<file path="config.mk">
export PLATFORM = sky130hd
export DESIGN_NAME = lp_oc_wake_mon
export DESIGN_NICKNAME = d
export VERILOG_FILES = /design/src/rtl/lp_oc_pkg.sv /design/src/rtl/oc_sync.sv /design/src/rtl/oc_dur_cnt.sv /design/src/rtl/oc_decide.sv /design/src/rtl/lp_oc_wake_mon.sv
export SDC_FILE = /design/constraint.sdc
export NUM_CORES = 1
export LEC_CHECK = 0
export BUFFER_PORTS_ARGS = -buffer_cell sky130_fd_sc_hd__buf_2
export CAP_MARGIN = 20
export CELL_PAD_IN_SITES_DETAIL_PLACEMENT = 2
export CELL_PAD_IN_SITES_GLOBAL_PLACEMENT = 2
export CORE_ASPECT_RATIO = 0.8
export CORE_MARGIN = 4
export CORE_UTILIZATION = 35
export DETAILED_ROUTE_END_ITERATION = 7
export GPL_ROUTABILITY_DRIVEN = 0
export PLACE_DENSITY_LB_ADDON = 0.1
export SLEW_MARGIN = 15
export SYNTH_ARGS = -nofsm -noshare
export SYNTH_HDL_FRONTEND = slang
export SYNTH_SLANG_ARGS = --single-unit
</file>
<file path="constraint.sdc">
create_clock -name clk -period 2.16 [get_ports clk]
set_input_delay 0.216 -clock clk [delete_from_list [all_inputs] [get_ports clk]]
set_output_delay 0.216 -clock clk [all_outputs]
set_load 0.005 [all_outputs]
</file>
<file path="src/rtl/lp_oc_pkg.sv">
package lp_oc_pkg;

   typedef enum logic [1:0] {
      OC_IGNORE_A = 2'b00,
      OC_IGNORE_B = 2'b01,
      OC_SHORT    = 2'b10,
      OC_PROG     = 2'b11
   } oc_mode_e;

   localparam int unsigned PROG_ENTRIES = 8;

   // programmable limit in milliseconds for a select value
   function automatic int unsigned prog_ms(input int unsigned sel);
      return (sel == PROG_ENTRIES - 1) ? 32 : 3 + 4 * sel;
   endfunction

endpackage

</file>
<file path="src/rtl/oc_sync.sv">
module oc_sync #(
   parameter int unsigned STAGES = 2
) (
   input  logic clk,
   input  logic rst_n,
   input  logic d_async,
   output logic q_sync
);

   generate
      if (STAGES < 2) begin : g_bad
         $error("oc_sync needs at least two stages");
      end
   endgenerate

   logic [STAGES-1:0] chain;

   always_ff @(posedge clk or negedge rst_n) begin
      if (!rst_n) chain <= '0;
      else        chain <= {chain[STAGES-2:0], d_async};
   end

   assign q_sync = chain[STAGES-1];

endmodule

</file>
<file path="src/rtl/oc_dur_cnt.sv">
module oc_dur_cnt #(
   parameter int unsigned CNT_W = 8
) (
   input  logic             clk,
   input  logic             rst_n,
   input  logic             run,
   input  logic [CNT_W-1:0] limit,
   output logic [CNT_W-1:0] cnt
);

   always_ff @(posedge clk or negedge rst_n) begin
      if (!rst_n)              cnt <= '0;
      else if (!run)           cnt <= '0;
      else if (cnt <= limit)   cnt <= cnt + 1'b1;
   end

   // the counter never climbs more than one step past the limit it follows
   assert_cnt_bound_R7: assert property (@(posedge clk) disable iff (!rst_n)
      (run && $past(run) && $stable(limit) && $past(cnt) > $past(limit)) |-> $stable(cnt));

endmodule

</file>
<file path="src/rtl/oc_decide.sv">
module oc_decide
   import lp_oc_pkg::*;
#(
   parameter int unsigned CNT_W = 8
) (
   input  logic             clk,
   input  logic             rst_n,
   input  logic             lp_active,
   input  logic             oc_s,
   input  logic             wd_en,
   input  oc_mode_e         mode,
   input  logic [CNT_W-1:0] cnt,
   input  logic [CNT_W-1:0] limit,
   output logic             wake,
   output logic             refresh
);

   logic fired;
   logic wake_arm;
   logic refresh_arm;

   always_comb begin
      wake_arm    = lp_active && oc_s && mode[1] && (cnt == limit) && !fired;
      refresh_arm = lp_active && !oc_s && (mode == OC_PROG) && wd_en &&
                    (cnt != '0) && (cnt <= limit) && !fired;
   end

   always_ff @(posedge clk or negedge rst_n) begin
      if (!rst_n) begin
         fired   <= 1'b0;
         wake    <= 1'b0;
         refresh <= 1'b0;
      end else begin
         wake    <= wake_arm;
         refresh <= refresh_arm;
         if (!lp_active || !oc_s) fired <= 1'b0;
         else if (wake_arm)       fired <= 1'b1;
      end
   end

   assert_wake_one_cycle_R7: assert property (@(posedge clk) disable iff (!rst_n)
      wake |=> !wake);
   assert_refresh_one_cycle_R7: assert property (@(posedge clk) disable iff (!rst_n)
      refresh |=> !refresh);
   assert_quiet_modes_R2: assert property (@(posedge clk) disable iff (!rst_n)
      (wake || refresh) |-> $past(mode[1]));
   assert_refresh_needs_wd_R6: assert property (@(posedge clk) disable iff (!rst_n)
      refresh |-> ($past(wd_en) && $past(mode) == OC_PROG));
   assert_lp_gate_R8: assert property (@(posedge clk) disable iff (!rst_n)
      (wake || refresh) |-> $past(lp_active));
   assert_exclusive_R5: assert property (@(posedge clk) disable iff (!rst_n)
      !(wake && refresh));

endmodule

</file>
<file path="src/rtl/lp_oc_wake_mon.sv">
module lp_oc_wake_mon
   import lp_oc_pkg::*;
#(
   parameter int unsigned SHORT_TICKS = 20000,
   parameter int unsigned MS_TICKS    = 200000,
   parameter int unsigned SYNC_STAGES = 2
) (
   input  logic       clk,
   input  logic       rst_n,
   input  logic       lp_active,
   input  logic       wd_en,
   input  logic [1:0] oc_mode,
   input  logic       oc_raw,
   input  logic [2:0] dur_sel,
   output logic       wake_pulse,
   output logic       refresh_pulse
);

   localparam int unsigned MAX_LIMIT = (MS_TICKS * 32 > SHORT_TICKS) ?
                                       MS_TICKS * 32 : SHORT_TICKS;
   localparam int unsigned CNT_W     = $clog2(MAX_LIMIT + 2);

   generate
      if (SHORT_TICKS < 1) begin : g_bad_short
         $error("SHORT_TICKS must be at least 1");
      end
      if (MS_TICKS < 1) begin : g_bad_ms
         $error("MS_TICKS must be at least 1");
      end
   endgenerate

   oc_mode_e mode;
   assign mode = oc_mode_e'(oc_mode);

   logic oc_s;

   oc_sync #(.STAGES(SYNC_STAGES)) u_sync (
      .clk     (clk),
      .rst_n   (rst_n),
      .d_async (oc_raw),
      .q_sync  (oc_s)
   );

   logic [CNT_W-1:0] lim_tab [PROG_ENTRIES];

   generate
      for (genvar g = 0; g < PROG_ENTRIES; g++) begin : g_tab
         assign lim_tab[g] = CNT_W'(MS_TICKS * prog_ms(g));
      end
   endgenerate

   logic [CNT_W-1:0] limit;
   assign limit = (mode == OC_PROG) ? lim_tab[dur_sel] : CNT_W'(SHORT_TICKS);

   logic [CNT_W-1:0] cnt;

   oc_dur_cnt #(.CNT_W(CNT_W)) u_cnt (
      .clk   (clk),
      .rst_n (rst_n),
      .run   (lp_active && oc_s),
      .limit (limit),
      .cnt   (cnt)
   );

   oc_decide #(.CNT_W(CNT_W)) u_dec (
      .clk       (clk),
      .rst_n     (rst_n),
      .lp_active (lp_active),
      .oc_s      (oc_s),
      .wd_en     (wd_en),
      .mode      (mode),
      .cnt       (cnt),
      .limit     (limit),
      .wake      (wake_pulse),
      .refresh   (refresh_pulse)
   );

endmodule

</file>
==> impl_metrics.py <==
metrics = {
    "critical_path": {
        "crit_path_end_kind": "flip-flop",
        "r2r_setup_slack_ns": -0.69,
        "cp_top_family": "compound AO/OA/AOI/OAI gates",
        "crit_path_max_fanout": 4,
        "path_class": "input port to flip-flop",
        "slowest_stage": "a221o_2",
        "required_ns": 2.36,
        "worstPathArrival_ns": 3.12,
        "start_kind": "input port",
        "crit_buf_inv": 2,
        "max_stage_delay_ns": 0.51,
        "crit_chain": "buf_8 -> ha_1 -> and2_0 -> o21ai_1 -> ha_1 -> a211oi_1 -> o21ai_1 -> a221o_2 -> buf_6 -> or4_4 -> a21oi_2",
    },
    "synth": {
        "syn_nets": 305,
        "syn_area_sq_um": 2340,
        "yosysMostFrequentCell": "dfrtp_1",
        "synth_top_area_frac": 0.299,
        "ys_ff_latch": 28,
        "synth_common_cells": "dfrtp_1, nand3_1, ha_1, nand2_1, a21oi_1",
        "yosys_most_used_dff": "dfrtp_1",
        "synth_edf_count": 0,
        "ys_types": 49,
        "synthTopCellsByArea": "dfrtp_1, ha_1, nand3_1",
        "syn_inst": 269,
        "yosys_warnings": 0,
        "yosysTopAreaCell": "dfrtp_1",
        "async_flop_share": 1.00,
        "seq_area_frac_synth": 0.299,
        "syn_avg_cell_area_sq_um": 8.71,
    },
    "place": {
        "placed_area_sq_um": 2930,
        "hpwl_um": 6950,
        "port_buffers": 11,
    },
    "floorplan": {
        "pin_count": 12,
        "die_w_um": 99.5,
        "die-area_sq_um": 8070,
        "num_rows": 26,
        "initial_core_util": 0.364,
        "core_sq_um": 6440,
        "fp.dieH_um": 81.2,
    },
    "sta": {
        "rsz0062_at_grt": "true",
        "worstMarginPinSlew_ns": 0.830,
        "final-max-slew-violation-count": 0,
        "fin_ws_ns": -0.765,
        "fin_setup_tns_ns": -13.80,
        "setup_violations": 26,
        "layout_min_cycle_time_ns": 2.93,
        "hold_violations": 0,
        "max_clock_freq_mhz": 342,
        "skew_ns": 0.0156,
        "slew_headroom": 0.442,
        "min_period_over_period": 1.35,
    },
    "grt": {
        "grt_pass1_wl_um": 18600,
        "gr-total-overflow": 0,
        "grt_antenna_before_repair": 0,
        "grt_max_degree": 34,
        "grt_pass1_vias": 3047,
        "grt_usage": 0.310,
    },
    "detailed_routing": {
        "wl_per_cell_um": 33.5,
        "ant_nets": 0,
        "drtIter0Drc": 266,
        "vias": 2915,
        "drt_wl_total_um": 14500,
        "drc_errors": 0,
        "firstDrtPassIters": 5,
        "routed_via_density": 6.76,
    },
    "layout": {
        "final_cell_area_sq_um": 3720,
        "drive_above_1_share": 0.447,
        "fin_nets": 384,
        "utilization": 0.578,
        "antenna_cells": 0,
        "layout-area-overhead-vs-synth_pct": 59.0,
    },
    "clock_network": {
        "clockRootBuffer": "clkbuf_8",
        "numCtsBuffers": 3,
        "insertion_delay_ns": 0.31,
        "cts_tree": "built",
        "cts.path.max_buffers": 2,
        "clock_sinks": 28,
        "htree_num_levels": 1,
        "cts.clk_slew.worst_paths_ns": 0.11,
    },
    "worst_hold_path": {
        "min_path_type": "input port to flip-flop",
    },
    "power": {
        "leakage_nw": 1.57,
        "peakVddDrop_mv": 0.253,
        "total_power_mw": 1.27,
        "cellPowerDensity_nw_per_um2": 340,
    },
    "outcome": {
        "violations": "negative setup slack",
        "outcome": "finished, violations left",
    },
    "job": {
        "cap_violations": 0,
    },
}
[metal layers]
metal,vias up,part of all wire,GRT usage
met3,64,0.080,0.0567
met2,178,0.46,0.544
met5,-,0,0
met4,0,0.051,0.0859
li1,1195,-,-
met1,1478,0.40,0.393
[flip-flops by register name, summed over array words and instances (netlist names)]
name / flops
u_cnt.cnt: 23
u_dec.fired: 1
u_dec.refresh: 1
u_dec.wake: 1
u_sync.chain: 2
[stage by stage]
stage	setup slack, ns	hold WS (ns)	instances
after floorplan	-0.220	-0.0796	269
after global placement	-0.747	0.321	404
after detailed placement	-0.838	0.315	404
after CTS	-0.376	0.00682	422
after global routing	-0.795	0.0312	431
final	-0.765	0.0489	431
[logic make-up (layout without fill, tap and decap cells)]
| family | count (synthesis) | in the layout | synth area share |
|---|---|---|---|
| flops | 28 | 28 | 0.299 |
| simple gates | 126 | 126 | 0.307 |
| buf+inv | 24 | 102 | 0.0417 |
| mux | 6 | 6 | 0.0256 |
| fa+ha+maj | 26 | 26 | 0.139 |
| compound gates | 59 | 59 | 0.188 |
[what timing repair did]
action                                  in CTS  in global routing
endpoints found under the setup margin      26                 26
hold endpoints to repair                    26                  0
hold buffers                                 1                  0
pin swaps                                   26                 38
setup buffers                               13                  8
cloned                                       1                  1
gates resized for setup                     49                 43
[layout make-up]
class / count / area [sq um]
fill: 619 / 2720
multi-input combinational: 217 / 2030
clock buffer: 3 / 41.3
sequential: 28 / 701
clock inverter: 1 / 30.0
timing repair buffer: 88 / 771
tap: 84 / 105
inverter: 10 / 43.8
[cell usage in the layout, fill, tap and decap left out, drive strengths merged, types with 2 or more instances in the layout]
| cell type | netlist | routed |
|---|---|---|
| o41ai | 6 | 6 |
| a41o | 4 | 4 |
| mux2i | 6 | 6 |
| nand4 | 9 | 9 |
| nor3b | 2 | 2 |
| dfrtp | 28 | 28 |
| inv | 10 | 9 |
| nor4b | 2 | 2 |
| o211ai | 3 | 3 |
| nand2b | 12 | 12 |
| nor2 | 10 | 10 |
| o31ai | 4 | 4 |
| ha | 26 | 26 |
| a31oi | 3 | 3 |
| nand3 | 27 | 27 |
| and4 | 4 | 4 |
| a21oi | 14 | 14 |
| o311ai | 7 | 7 |
| o21a | 2 | 2 |
| nand2 | 24 | 24 |
| or4 | 4 | 4 |
| clkbuf | 7 | 4 |
| and2 | 5 | 5 |
| buf | 7 | 86 |
| nor4 | 11 | 11 |
| or2 | 3 | 3 |
| and3 | 5 | 5 |
| o21ai | 5 | 5 |
| nor3 | 5 | 5 |
| a21o | 3 | 3 |
[worst paths after layout]
path,cells past startpoint,endpoint,start
min in group asynchronous,2,u_cnt.cnt[22]$_DFFE_PN0P_,rst_n
setup reg to reg,7,u_cnt.cnt[9]$_DFFE_PN0P_,u_cnt.cnt[18]$_DFFE_PN0P_
hold / removal,1,u_sync.chain[0]$_DFF_PN0_,oc_raw
max in group asynchronous,2,u_cnt.cnt[2]$_DFFE_PN0P_,rst_n
setup / recovery,11,u_cnt.cnt[9]$_DFFE_PN0P_,dur_sel[0]
hold reg to reg,0,u_sync.chain[1]$_DFF_PN0_,u_sync.chain[0]$_DFF_PN0_
[power by group]
part / internal [mW] / total [mW] / leakage [nW] / switching [mW]
Clock: 0.250 / 0.471 / 0.0357 / 0.222
Sequential: 0.528 / 0.531 / 0.386 / 0.00310
Combinational: 0.101 / 0.265 / 1.15 / 0.164
Total: 0.879 / 1.27 / 1.57 / 0.389
Power figures use the tool's default switching activity.
